<file path="src/rtl/irq_entry_pkg.sv">
package irq_entry_pkg;

   // Entry sequence states; the order is the order of the walk.
   typedef enum logic [2:0] {
      SEQ_IDLE   = 3'd0,
      SEQ_WAIT   = 3'd1,
      SEQ_SAVE_F = 3'd2,
      SEQ_SAVE_A = 3'd3,
      SEQ_DROP_E = 3'd4,
      SEQ_JUMP   = 3'd5
   } seq_state_t;

   // Width of an index into a set of n request lines.
   function automatic int idx_width(input int n);
      return (n > 1) ? $clog2(n) : 1;
   endfunction

endpackage

</file>
<file path="src/rtl/irq_nmi_catch.sv">
// Turns a rising edge on the non-maskable line into a held request.
module irq_nmi_catch (
   input  logic clk,
   input  logic rst_n,
   input  logic line_i,
   input  logic take_i,
   output logic pend_o
);
   logic prev_q;
   logic pend_q;
   logic rise;

   assign rise = line_i & ~prev_q;

   always_ff @(posedge clk) begin
      if (!rst_n) begin
         prev_q <= 1'b0;
         pend_q <= 1'b0;
      end else begin
         prev_q <= line_i;
         // A fresh edge wins over the clear from an entry in the same cycle.
         pend_q <= rise | (pend_q & ~take_i);
      end
   end

   assign pend_o = pend_q;
endmodule

</file>
<file path="src/rtl/irq_prio_pick.sv">
// Fixed-priority pick: the lowest set index wins.
module irq_prio_pick #(
   parameter int N     = 8,
   parameter int IDX_W = irq_entry_pkg::idx_width(N)
) (
   input  logic [N-1:0]     req_i,
   output logic             any_o,
   output logic [IDX_W-1:0] idx_o
);
   generate
      if (N == 1) begin : g_single
         assign any_o = req_i[0];
         assign idx_o = '0;
      end else begin : g_multi
         always_comb begin
            any_o = 1'b0;
            idx_o = '0;
            for (int i = N - 1; i >= 0; i--) begin
               if (req_i[i]) begin
                  any_o = 1'b1;
                  idx_o = IDX_W'(i);
               end
            end
         end
      end
   endgenerate
endmodule

</file>
<file path="src/rtl/irq_entry_snap.sv">
// Holds what the sequence needs after the boundary: the two stack words,
// the vector and the kind of source that was taken.
module irq_entry_snap #(
   parameter int DATA_W = 32,
   parameter int VEC_W  = 8
) (
   input  logic              clk,
   input  logic              rst_n,
   input  logic              cap_i,
   input  logic [DATA_W-1:0] flag_word_i,
   input  logic [DATA_W-1:0] addr_word_i,
   input  logic [VEC_W-1:0]  vec_i,
   input  logic              nmi_i,
   output logic [DATA_W-1:0] flag_word_o,
   output logic [DATA_W-1:0] addr_word_o,
   output logic [VEC_W-1:0]  vec_o,
   output logic              nmi_o
);
   always_ff @(posedge clk) begin
      if (!rst_n) begin
         flag_word_o <= '0;
         addr_word_o <= '0;
         vec_o       <= '0;
         nmi_o       <= 1'b0;
      end else if (cap_i) begin
         flag_word_o <= flag_word_i;
         addr_word_o <= addr_word_i;
         vec_o       <= vec_i;
         nmi_o       <= nmi_i;
      end
   end
endmodule

</file>
<file path="src/rtl/irq_entry_seq.sv">
module irq_entry_seq #(
   parameter int NUM_IRQ      = 8,
   parameter int FLAG_W       = 16,
   parameter int ADDR_W       = 32,
   parameter int DATA_W       = 32,
   parameter int VEC_W        = 8,
   parameter int NMI_VEC      = 2,
   parameter int IRQ_VEC_BASE = 32,
   parameter int IE_BIT       = 9
) (
   input  logic               clk,
   input  logic               rst_n,
   input  logic               nmi_i,
   input  logic [NUM_IRQ-1:0] irq_i,
   input  logic               insn_done_i,
   input  logic               ie_set_i,
   input  logic [FLAG_W-1:0]  flags_i,
   input  logic [ADDR_W-1:0]  ret_addr_i,
   output logic               stk_we_o,
   output logic [DATA_W-1:0]  stk_data_o,
   output logic               jump_o,
   output logic [VEC_W-1:0]   vec_o,
   output logic               ie_o
);
   import irq_entry_pkg::*;

   localparam int IDX_W = idx_width(NUM_IRQ);
   localparam logic [VEC_W-1:0] NMI_V  = VEC_W'(NMI_VEC);
   localparam logic [VEC_W-1:0] BASE_V = VEC_W'(IRQ_VEC_BASE);

   // Elaboration-time parameter checks
   generate
      if (NUM_IRQ < 1) begin : g_bad_n
         $error("NUM_IRQ must be at least 1");
      end
      if (FLAG_W > DATA_W || ADDR_W > DATA_W) begin : g_bad_w
         $error("status word and address must fit in a stack word");
      end
      if (IE_BIT < 0 || IE_BIT >= FLAG_W) begin : g_bad_bit
         $error("IE_BIT must lie inside the status word");
      end
      if (IRQ_VEC_BASE + NUM_IRQ > (1 << VEC_W) || NMI_VEC >= (1 << VEC_W)) begin : g_bad_v
         $error("vectors do not fit in VEC_W bits");
      end
      if (NMI_VEC >= IRQ_VEC_BASE && NMI_VEC < IRQ_VEC_BASE + NUM_IRQ) begin : g_bad_ov
         $error("NMI_VEC overlaps the maskable vector range");
      end
   endgenerate

   seq_state_t        state_q, state_d;
   logic              ie_q;
   logic              nmi_pend;
   logic              take_nmi;
   logic              capture;
   logic [NUM_IRQ-1:0] irq_allowed;
   logic              irq_any;
   logic [IDX_W-1:0]  irq_idx;
   logic              want;
   logic [DATA_W-1:0] flag_word;
   logic [VEC_W-1:0]  vec_pick;
   logic [DATA_W-1:0] flag_q;
   logic [DATA_W-1:0] addr_q;
   logic [VEC_W-1:0]  vec_q;
   logic              src_nmi_q;

   irq_nmi_catch u_nmi (
      .clk    (clk),
      .rst_n  (rst_n),
      .line_i (nmi_i),
      .take_i (take_nmi),
      .pend_o (nmi_pend)
   );

   assign irq_allowed = ie_q ? irq_i : '0;

   irq_prio_pick #(.N(NUM_IRQ), .IDX_W(IDX_W)) u_pick (
      .req_i (irq_allowed),
      .any_o (irq_any),
      .idx_o (irq_idx)
   );

   assign want     = nmi_pend | irq_any;
   assign capture  = (state_q == SEQ_WAIT) && want && insn_done_i;
   assign take_nmi = capture & nmi_pend;
   assign vec_pick = nmi_pend ? NMI_V : (BASE_V + VEC_W'(irq_idx));

   // Saved status word carries the enable flag at its fixed position.
   always_comb begin
      flag_word         = DATA_W'(flags_i);
      flag_word[IE_BIT] = ie_q;
   end

   irq_entry_snap #(.DATA_W(DATA_W), .VEC_W(VEC_W)) u_snap (
      .clk         (clk),
      .rst_n       (rst_n),
      .cap_i       (capture),
      .flag_word_i (flag_word),
      .addr_word_i (DATA_W'(ret_addr_i)),
      .vec_i       (vec_pick),
      .nmi_i       (nmi_pend),
      .flag_word_o (flag_q),
      .addr_word_o (addr_q),
      .vec_o       (vec_q),
      .nmi_o       (src_nmi_q)
   );

   always_comb begin
      state_d = state_q;
      unique case (state_q)
         SEQ_IDLE:   if (want) state_d = SEQ_WAIT;
         SEQ_WAIT: begin
            if (!want)            state_d = SEQ_IDLE;
            else if (insn_done_i) state_d = SEQ_SAVE_F;
         end
         SEQ_SAVE_F: state_d = SEQ_SAVE_A;
         SEQ_SAVE_A: state_d = SEQ_DROP_E;
         SEQ_DROP_E: state_d = SEQ_JUMP;
         SEQ_JUMP:   state_d = SEQ_IDLE;
         default:    state_d = SEQ_IDLE;
      endcase
   end

   always_ff @(posedge clk) begin
      if (!rst_n) begin
         state_q <= SEQ_IDLE;
         ie_q    <= 1'b0;
      end else begin
         state_q <= state_d;
         if (state_q == SEQ_DROP_E) ie_q <= 1'b0;
         else if (ie_set_i)         ie_q <= 1'b1;
      end
   end

   assign stk_we_o   = (state_q == SEQ_SAVE_F) || (state_q == SEQ_SAVE_A);
   assign stk_data_o = (state_q == SEQ_SAVE_F) ? flag_q :
                       (state_q == SEQ_SAVE_A) ? addr_q : '0;
   assign jump_o     = (state_q == SEQ_JUMP);
   assign vec_o      = jump_o ? vec_q : '0;
   assign ie_o       = ie_q;

endmodule

</file>
<file path="config.mk">
export PLATFORM = sky130hd
export DESIGN_NAME = irq_entry_seq
export DESIGN_NICKNAME = d
export VERILOG_FILES = /design/src/rtl/irq_entry_pkg.sv /design/src/rtl/irq_nmi_catch.sv /design/src/rtl/irq_prio_pick.sv /design/src/rtl/irq_entry_snap.sv /design/src/rtl/irq_entry_seq.sv
export SDC_FILE = /design/constraint.sdc
export NUM_CORES = 1
export LEC_CHECK = 0
export BUFFER_PORTS_ARGS = -buffer_cell sky130_fd_sc_hd__buf_4
export CORE_MARGIN = 8
export CORE_UTILIZATION = 35
export CTS_CLUSTER_DIAMETER = 100
export DETAILED_ROUTE_END_ITERATION = 7
export GPL_ROUTABILITY_DRIVEN = 0
export PLACE_DENSITY_LB_ADDON = 0.1
export SKIP_CTS_REPAIR_TIMING = 1
export SLEW_MARGIN = 20
export SYNTH_ARGS = -nofsm -noshare
export SYNTH_HDL_FRONTEND = slang
export SYNTH_HIERARCHICAL = 1
export SYNTH_SLANG_ARGS = --single-unit
</file>
<file path="constraint.sdc">
create_clock -name clk -period 2.55 [get_ports clk]
set_input_delay 0.1275 -clock clk [delete_from_list [all_inputs] [get_ports clk]]
set_output_delay 0.1275 -clock clk [all_outputs]
set_load 0.01 [all_outputs]
</file>
# == Word level (Yosys, flattened, before mapping) ==
# Index checks and enable logic that the tools add are counted.
# classes
n_addsub,1
eq_ne,7
mux,25
n_bitwise,8
reduce_logical,6
# op_table
cell,count
two-way mux 32 bit,2
two-way mux 3 bit,11
two-way mux 8 bit,2
case mux 3 bit (5 select lines),1
two-way mux 1 bit,8
"adder 6 x 3 -> 7 bit, first input constant",1
two-way mux 7 bit,1
"equality test 3 x 2 -> 1 bit, second input constant",2
"equality test 3 bit, second input constant",2
AND 1 bit,3
"equality test 3 x 1 -> 1 bit, second input constant",1
logical NOT 3 bit,1
"inequality test 3 bit, second input constant",1
inverter 1 bit,3
logical AND 1 bit,2
"inequality test 2 bit, second input constant",1
bitwise OR 1 bit,2
AND reduction 2 bit,1
OR reduction 2 bit,1
logical OR 1 bit,1
# totals
register_bits,62
input_bits,61
out_inout_bits,43
elab_cells,54

# == Logic depth before layout (Yosys ltp) ==
# Gate-level depths: netlist of run 1.
# depth
ltp_word,16
ltp_mapped,9
depth_no_buf,7

# == Modules after synthesis ==
# The synthesis of run 1 kept the hierarchy.
# modules_own_cells
module,instances,cells_per_inst,area_per_inst_um2,seq_area_each_um2
irq_entry_snap,1,235,2840.2,1461.4
irq_entry_seq,1,120,839.6,80.1
irq_prio_pick,1,13,80.1,0.0
irq_nmi_catch,1,6,70.1,40.0

# == Worst setup path after synthesis of run 1 ==
# No wires, ideal clock.
# synth_timing
kind,flip-flop to flip-flop
start,register ie_q (netlist: ie_o)
end,register u_snap.flag_word_o[9]
setup_ps,116
arrival_time_ps,1892
required_ps,2434
setup_slack_ps,542
path_stages_with_launch,10
path_buffers,2
period_less_slack_ps,2008
cell_sequence,dfxtp_1 -> and2_1 -> nor4_1 -> nand2_1 -> or2_2 -> nor3b_2 -> buf_12 -> buf_12 -> mux2i_1 -> nor2b_1
# synth_between
word_cells_on_any_way,12
# synth_lines
item,line_no,source
start: declaration,irq_entry_seq.sv:51,logic ie_q;
start signal: assignment,irq_entry_seq.sv:126,ie_q <= 1'b0;
start signal: assignment,irq_entry_seq.sv:129,if (state_q == SEQ_DROP_E) ie_q <= 1'b0;
start signal: assignment,irq_entry_seq.sv:130,else if (ie_set_i) ie_q <= 1'b1;
two-way mux 8 bit,irq_entry_seq.sv:74,assign irq_allowed = ie_q ? irq_i : '0;
named net irq_allowed[5],irq_entry_seq.sv:55,logic [NUM_IRQ-1:0] irq_allowed;
two-way mux 1 bit (6 in series),irq_prio_pick.sv:19,if (req_i[i]) begin
named net irq_any,irq_entry_seq.sv:56,logic irq_any;
bitwise OR 1 bit,irq_entry_seq.sv:82,assign want = nmi_pend | irq_any;
logical AND 1 bit (2 in series),irq_entry_seq.sv:83,assign capture = (state_q == SEQ_WAIT) && want && insn_done_i;
named net capture,irq_entry_seq.sv:54,logic capture;
end signal: assignment,irq_entry_snap.sv:26,flag_word_o <= flag_word_i;
end: declaration,irq_entry_snap.sv:14,"output logic [DATA_W-1:0] flag_word_o,"
# The timed path passes the listed nets, and every way through them passes these cells.
# A chain may end at the register's enable or synchronous reset.

# == Worst setup path in the final report of run 1 ==
# layout_timing
start,register ie_q (netlist: ie_o)
end,register u_snap.addr_word_o[10]
# layout_between
word_cells_on_any_way,12
# layout_lines
item,line_no,source
two-way mux 8 bit,irq_entry_seq.sv:74,
named net irq_allowed[5],irq_entry_seq.sv:55,
two-way mux 1 bit (6 in series),irq_prio_pick.sv:19,
named net irq_any,irq_entry_seq.sv:56,
bitwise OR 1 bit,irq_entry_seq.sv:82,
logical AND 1 bit (2 in series),irq_entry_seq.sv:83,
named net capture,irq_entry_seq.sv:54,
end signal: assignment,irq_entry_snap.sv:27,addr_word_o <= addr_word_i;
end: declaration,irq_entry_snap.sv:15,"output logic [DATA_W-1:0] addr_word_o,"
# The timed path passes the listed nets, and every way through them passes these cells.

==> results.cfg, run 1 <==
[timing]
hold_viol = 0
final.setup_skew_ns = 0.008044
fmax_mhz = 435.0
fin_ws_ns = 0.2511
setup_viol = 0
period_needed_ns = 2.299
final.setup.tns_ns = 0
rsz0062_at_grt = false
fin_crit_sh = 0.9015
holdWs_ns = 0.04529
tightest_slew_ns = 0.6426
max-slew-margin-rel = 0.5716
final-max-slew-violation-count = 0

[worst_setup_path]
critical_path_required_ns = 2.78
end_kind = flip-flop
crit_buf_inv = 1
cp-start-kind = flip-flop
crit_start = ie_o
crit_path_top_delay_cell = dfxtp_1
path_cells = and2_1, nor4_1, nand2_1, or2_2, nor3b_4, buf_4, mux2i_1, nor2b_1
cp_max_fo = 32
cp_top_family = simple AND/OR/NAND/NOR gates
critical_path_class = reg -> reg
critical-path-max-stage-delay_ns = 0.40
critical_path_arrival_ns = 2.53
r2r_setup_slack_ns = 0.25
r2r_start = ie_o

[routing]
dr_total_vias = 2759
drc = 0
drtIter0Drc = 85
viasPerCell = 4.400
post_drt_wl_per_cell_um = 13.78
drt_pre_antenna_iters = 4
routed_wirelength_mm = 8.642
drtAntennaViolNets = 0

[finish]
drive_gt1_frac = 0.2649
areaGrowthSynthToFinish_pct = 27.31
fillers = 1090
finalCoreUtilization = 0.4515
final_nets = 545
diodes = 0

[grt]
grt.total_usage = 0.1233
antenna_found_initial = 0
top_usage_layer = met2
overflow = 0
grt_start_max_net_pins = 79
grt_util_met3 = 0.04885
use_met2 = 0.2085
grt_pass1_vias = 3057
grtUsageMet1 = 0.1409
grt_pass1_wl_mm = 14.63

[clock_network]
cts_tree = built
cts_sinks = 78
cts_buffer_depth = 2
htree_num_levels = 3
cts_made_buffers = 9
path_clk_slew_ns = 0.08
worst_skew_pair.late_latency_ns = 0.34
root_buffer = clkbuf_8

[synthesis]
yosys_warnings = 6
avgSynthCellArea_um2 = 10.23
synth_area_mm2 = 0.003794
synth_cells = 371

[die]
die_area_mm2 = 0.01443
core_mm2 = 0.01070
start_util = 0.3546
io-pin-count = 104
fp.dieH_um = 120.1
rows = 38
dieWidth_um = 120.1

[job]
cap_violations = 0

[placement]
port_buffers = 102
preCtsSetupSlack_ns = 0.2461
dp_hpwl_mm = 5.695

[power_and_ir_drop]
p_leak_nw = 1.921
power_mw = 2.816
vdd.ir_drop.worst_mv = 0.2763
powerDensity_mw_per_mm2 = 583.0

[worst_hold_path]
hold_path_startpoint = ret_addr_i[14]
hp-class = in -> reg

[status]
status = finished, final reports clean
[per-layer routing]
metal  vias up  part of all wire  wire (um)
met5         -                 0          0
met4         0            0.0086         74
met3         6             0.070        601
met2        71              0.47       4077
met1      1242              0.45       3887
li1       1440                 -          -
[cell type report]
cell class | count | area (um^2) | share of cell area
Clock buffer | 10 | 137.6 | 0.02850
Clock inverter | 4 | 72.57 | 0.01503
Inverter | 3 | 11.26 | 0.002332
Multi-Input combinational cell | 283 | 2037 | 0.4218
Sequential cell | 78 | 1563 | 0.3236
Tap cell | 140 | 175.2 | 0.03627
Timing Repair Buffer | 109 | 833.3 | 0.1725
[sequential cells by signal, summed over array words and instances (netlist names)]
signal              count
u_nmi/pend_o            1
u_snap/flag_word_o     32
ie_o                    1
u_nmi/prev_q            1
u_snap/addr_word_o     32
state_q                 3
u_snap/vec_o            8
[through the flow]
step | cell area, um^2 | std cells
4_1_cts | 4820 | 626
3_3_place_gp | 4609 | 612
5_1_grt | 4830 | 627
6_report | 4830 | 627
3_5_place_dp | 4609 | 612
2_1_floorplan | 3865 | 390
[worst paths after layout]
path / end / depth (start not counted)
min reg2reg: u_snap/vec_o[3] / 2
max: u_snap/addr_word_o[10] / 8
min: u_snap/addr_word_o[14] / 3
max reg2reg: u_snap/addr_word_o[10] / 8
[where the power goes]
part           internal, mW  switching, mW
clock                 0.566          0.433
sequential             1.29         0.0409
combinational         0.257          0.229
[placed cells by master (no fill, tap or decap), types with 2 or more instances in the layout]
cell and instances:
and2_1 10, a21oi_1 2, o21ai_0 4, conb_1 20, dfxtp_1 77, or2_2 2
and3_1 8, bufinv_16 2, inv_1 2, buf_4 107, nand2_1 3, mux2i_1 104
nor2b_1 79, clkbuf_8 10, nand2b_1 3, nor2_1 36
[worst min-delay path, delay by kind of cell]
kind          cells  cell delay, ns
simple gates      1            0.09
mux               1            0.05
buf+inv           1            0.08
(Power assumes the default switching activity.)
==> run 2, diff against run 1 <==
- PLACE_DENSITY: default -> 0.61
- PLACE_DENSITY_LB_ADDON: 0.1 -> default
==> results.cfg, run 2 (synthesized netlist as in run 1, its figures left out) <==
[routing]
drt_pre_antenna_iters = 4
drc = 0
dr_total_vias = 2805
post_drt_wl_per_cell_um = 13.56
routed_wirelength_mm = 8.528
drtIter0Drc = 103
viasPerCell = 4.459
drtAntennaViolNets = 0

[finish]
drive_gt1_frac = 0.2658
final_nets = 545
fillers = 1061
areaGrowthSynthToFinish_pct = 26.78
reg_top3 = u_snap/addr_word_o x32, u_snap/flag_word_o x32, u_snap/vec_o x8
mostFrequentLayoutCells = buf_4, mux2i_1, nor2b_1
layout_commonest_cell = buf_4
diodes = 0

[clock_network]
cts_sinks = 78
cts_tree = built
htree_num_levels = 3
cts_made_buffers = 9
cts_buffer_depth = 2
worst_skew_pair.late_latency_ns = 0.34
path_clk_slew_ns = 0.08
root_buffer = clkbuf_8

[timing]
max-slew-margin-rel = 0.5666
period_needed_ns = 2.247
final.setup.tns_ns = 0
hold_viol = 0
tightest_slew_ns = 0.6501
setup_viol = 0
holdWs_ns = 0.04003
final.setup_skew_ns = 0.01184
rsz0062_at_grt = false
final-max-slew-violation-count = 0
fmax_mhz = 445.1
fin_crit_sh = 0.8811
fin_ws_ns = 0.3033

[worst_hold_path]
hp-class = in -> reg
hold_path_startpoint = ret_addr_i[18]

[grt]
antenna_found_initial = 0
grt.total_usage = 0.1220
overflow = 0
grt_pass1_vias = 3028
grt_start_max_net_pins = 79
grt_pass1_wl_mm = 14.61

[die]
dieWidth_um = 120.1
start_util = 0.3546
die_area_mm2 = 0.01443
rows = 38
core_mm2 = 0.01070
io-pin-count = 104
fp.dieH_um = 120.1

[power_and_ir_drop]
powerDensity_mw_per_mm2 = 565.1
vdd.ir_drop.worst_mv = 0.2582
power_mw = 2.718
p_leak_nw = 1.905

[worst_setup_path]
cp_max_fo = 25
critical_path_arrival_ns = 2.48
r2r_start = ie_o
end_kind = flip-flop
critical_path_class = reg -> reg
cp-start-kind = flip-flop
crit_start = ie_o
critical_path_required_ns = 2.78

[job]
cap_violations = 0

[placement]
port_buffers = 102
dp_hpwl_mm = 5.799
preCtsSetupSlack_ns = 0.2922

[status]
status = finished, final reports clean
==> run 2: cell types whose count changed in the layout (fill, tap and decap cells not counted), sizes merged <==
cell / change
clkinvlp: +2
clkinv: +1
bufinv: -1
==> run 2: power breakdown <==
group          switching [mW]  leakage, nW  internal, mW
clock network           0.454       0.0883         0.449
registers              0.0414        0.635          1.29
logic                   0.226         1.18         0.256
total                   0.722         1.90          2.00
==> run 2: critical path, cell delays in order, from the launching register on <==
cell and delay, ns:
dfxtp_1 0.41, and2_1 0.21, nor4_1 0.37, nand2_1 0.08, or2_2 0.33, nor3b_4 0.17, buf_4 0.29, mux2i_1 0.20
nor2b_1 0.06
==> run 2: final timing paths <==
kind         slack, ns  cells after the start                endpoint
max reg2reg       0.30                      8   u_snap/addr_word_o[4]
max               0.30                      8   u_snap/addr_word_o[4]
min               0.04                      3  u_snap/addr_word_o[18]
min reg2reg       0.51                      2            u_nmi/pend_o
==> run 2: final cells by class <==
cell class	count	area, um^2	share of cell area
clock buffer	10	127.6	0.02653
inverter	3	11.26	0.002341
tap	140	175.2	0.03642
sequential	78	1563	0.3249
clock inverter	6	62.56	0.01301
timing repair buffer	109	833.3	0.1733
multi-input combinational	283	2037	0.4235
==> run 2: through the flow <==
stage,area (um^2),cells,utilization
finish,4810,629,0.4496
floorplan,3865,390,-
global route,4810,629,0.4496
detailed placement,4609,612,0.4309
CTS,4800,628,0.4487
global placement,4609,612,0.4309
==> run 2: per-layer routing <==
| metal | wire [um] | track usage | up-vias |
|---|---|---|---|
| li1 | - | - | 1441 |
| met5 | 0 | 0 | - |
| met1 | 3748 | 0.1400 | 1286 |
| met4 | 139 | 0.04918 | 0 |
| met3 | 583 | 0.04133 | 11 |
| met2 | 4057 | 0.2047 | 67 |
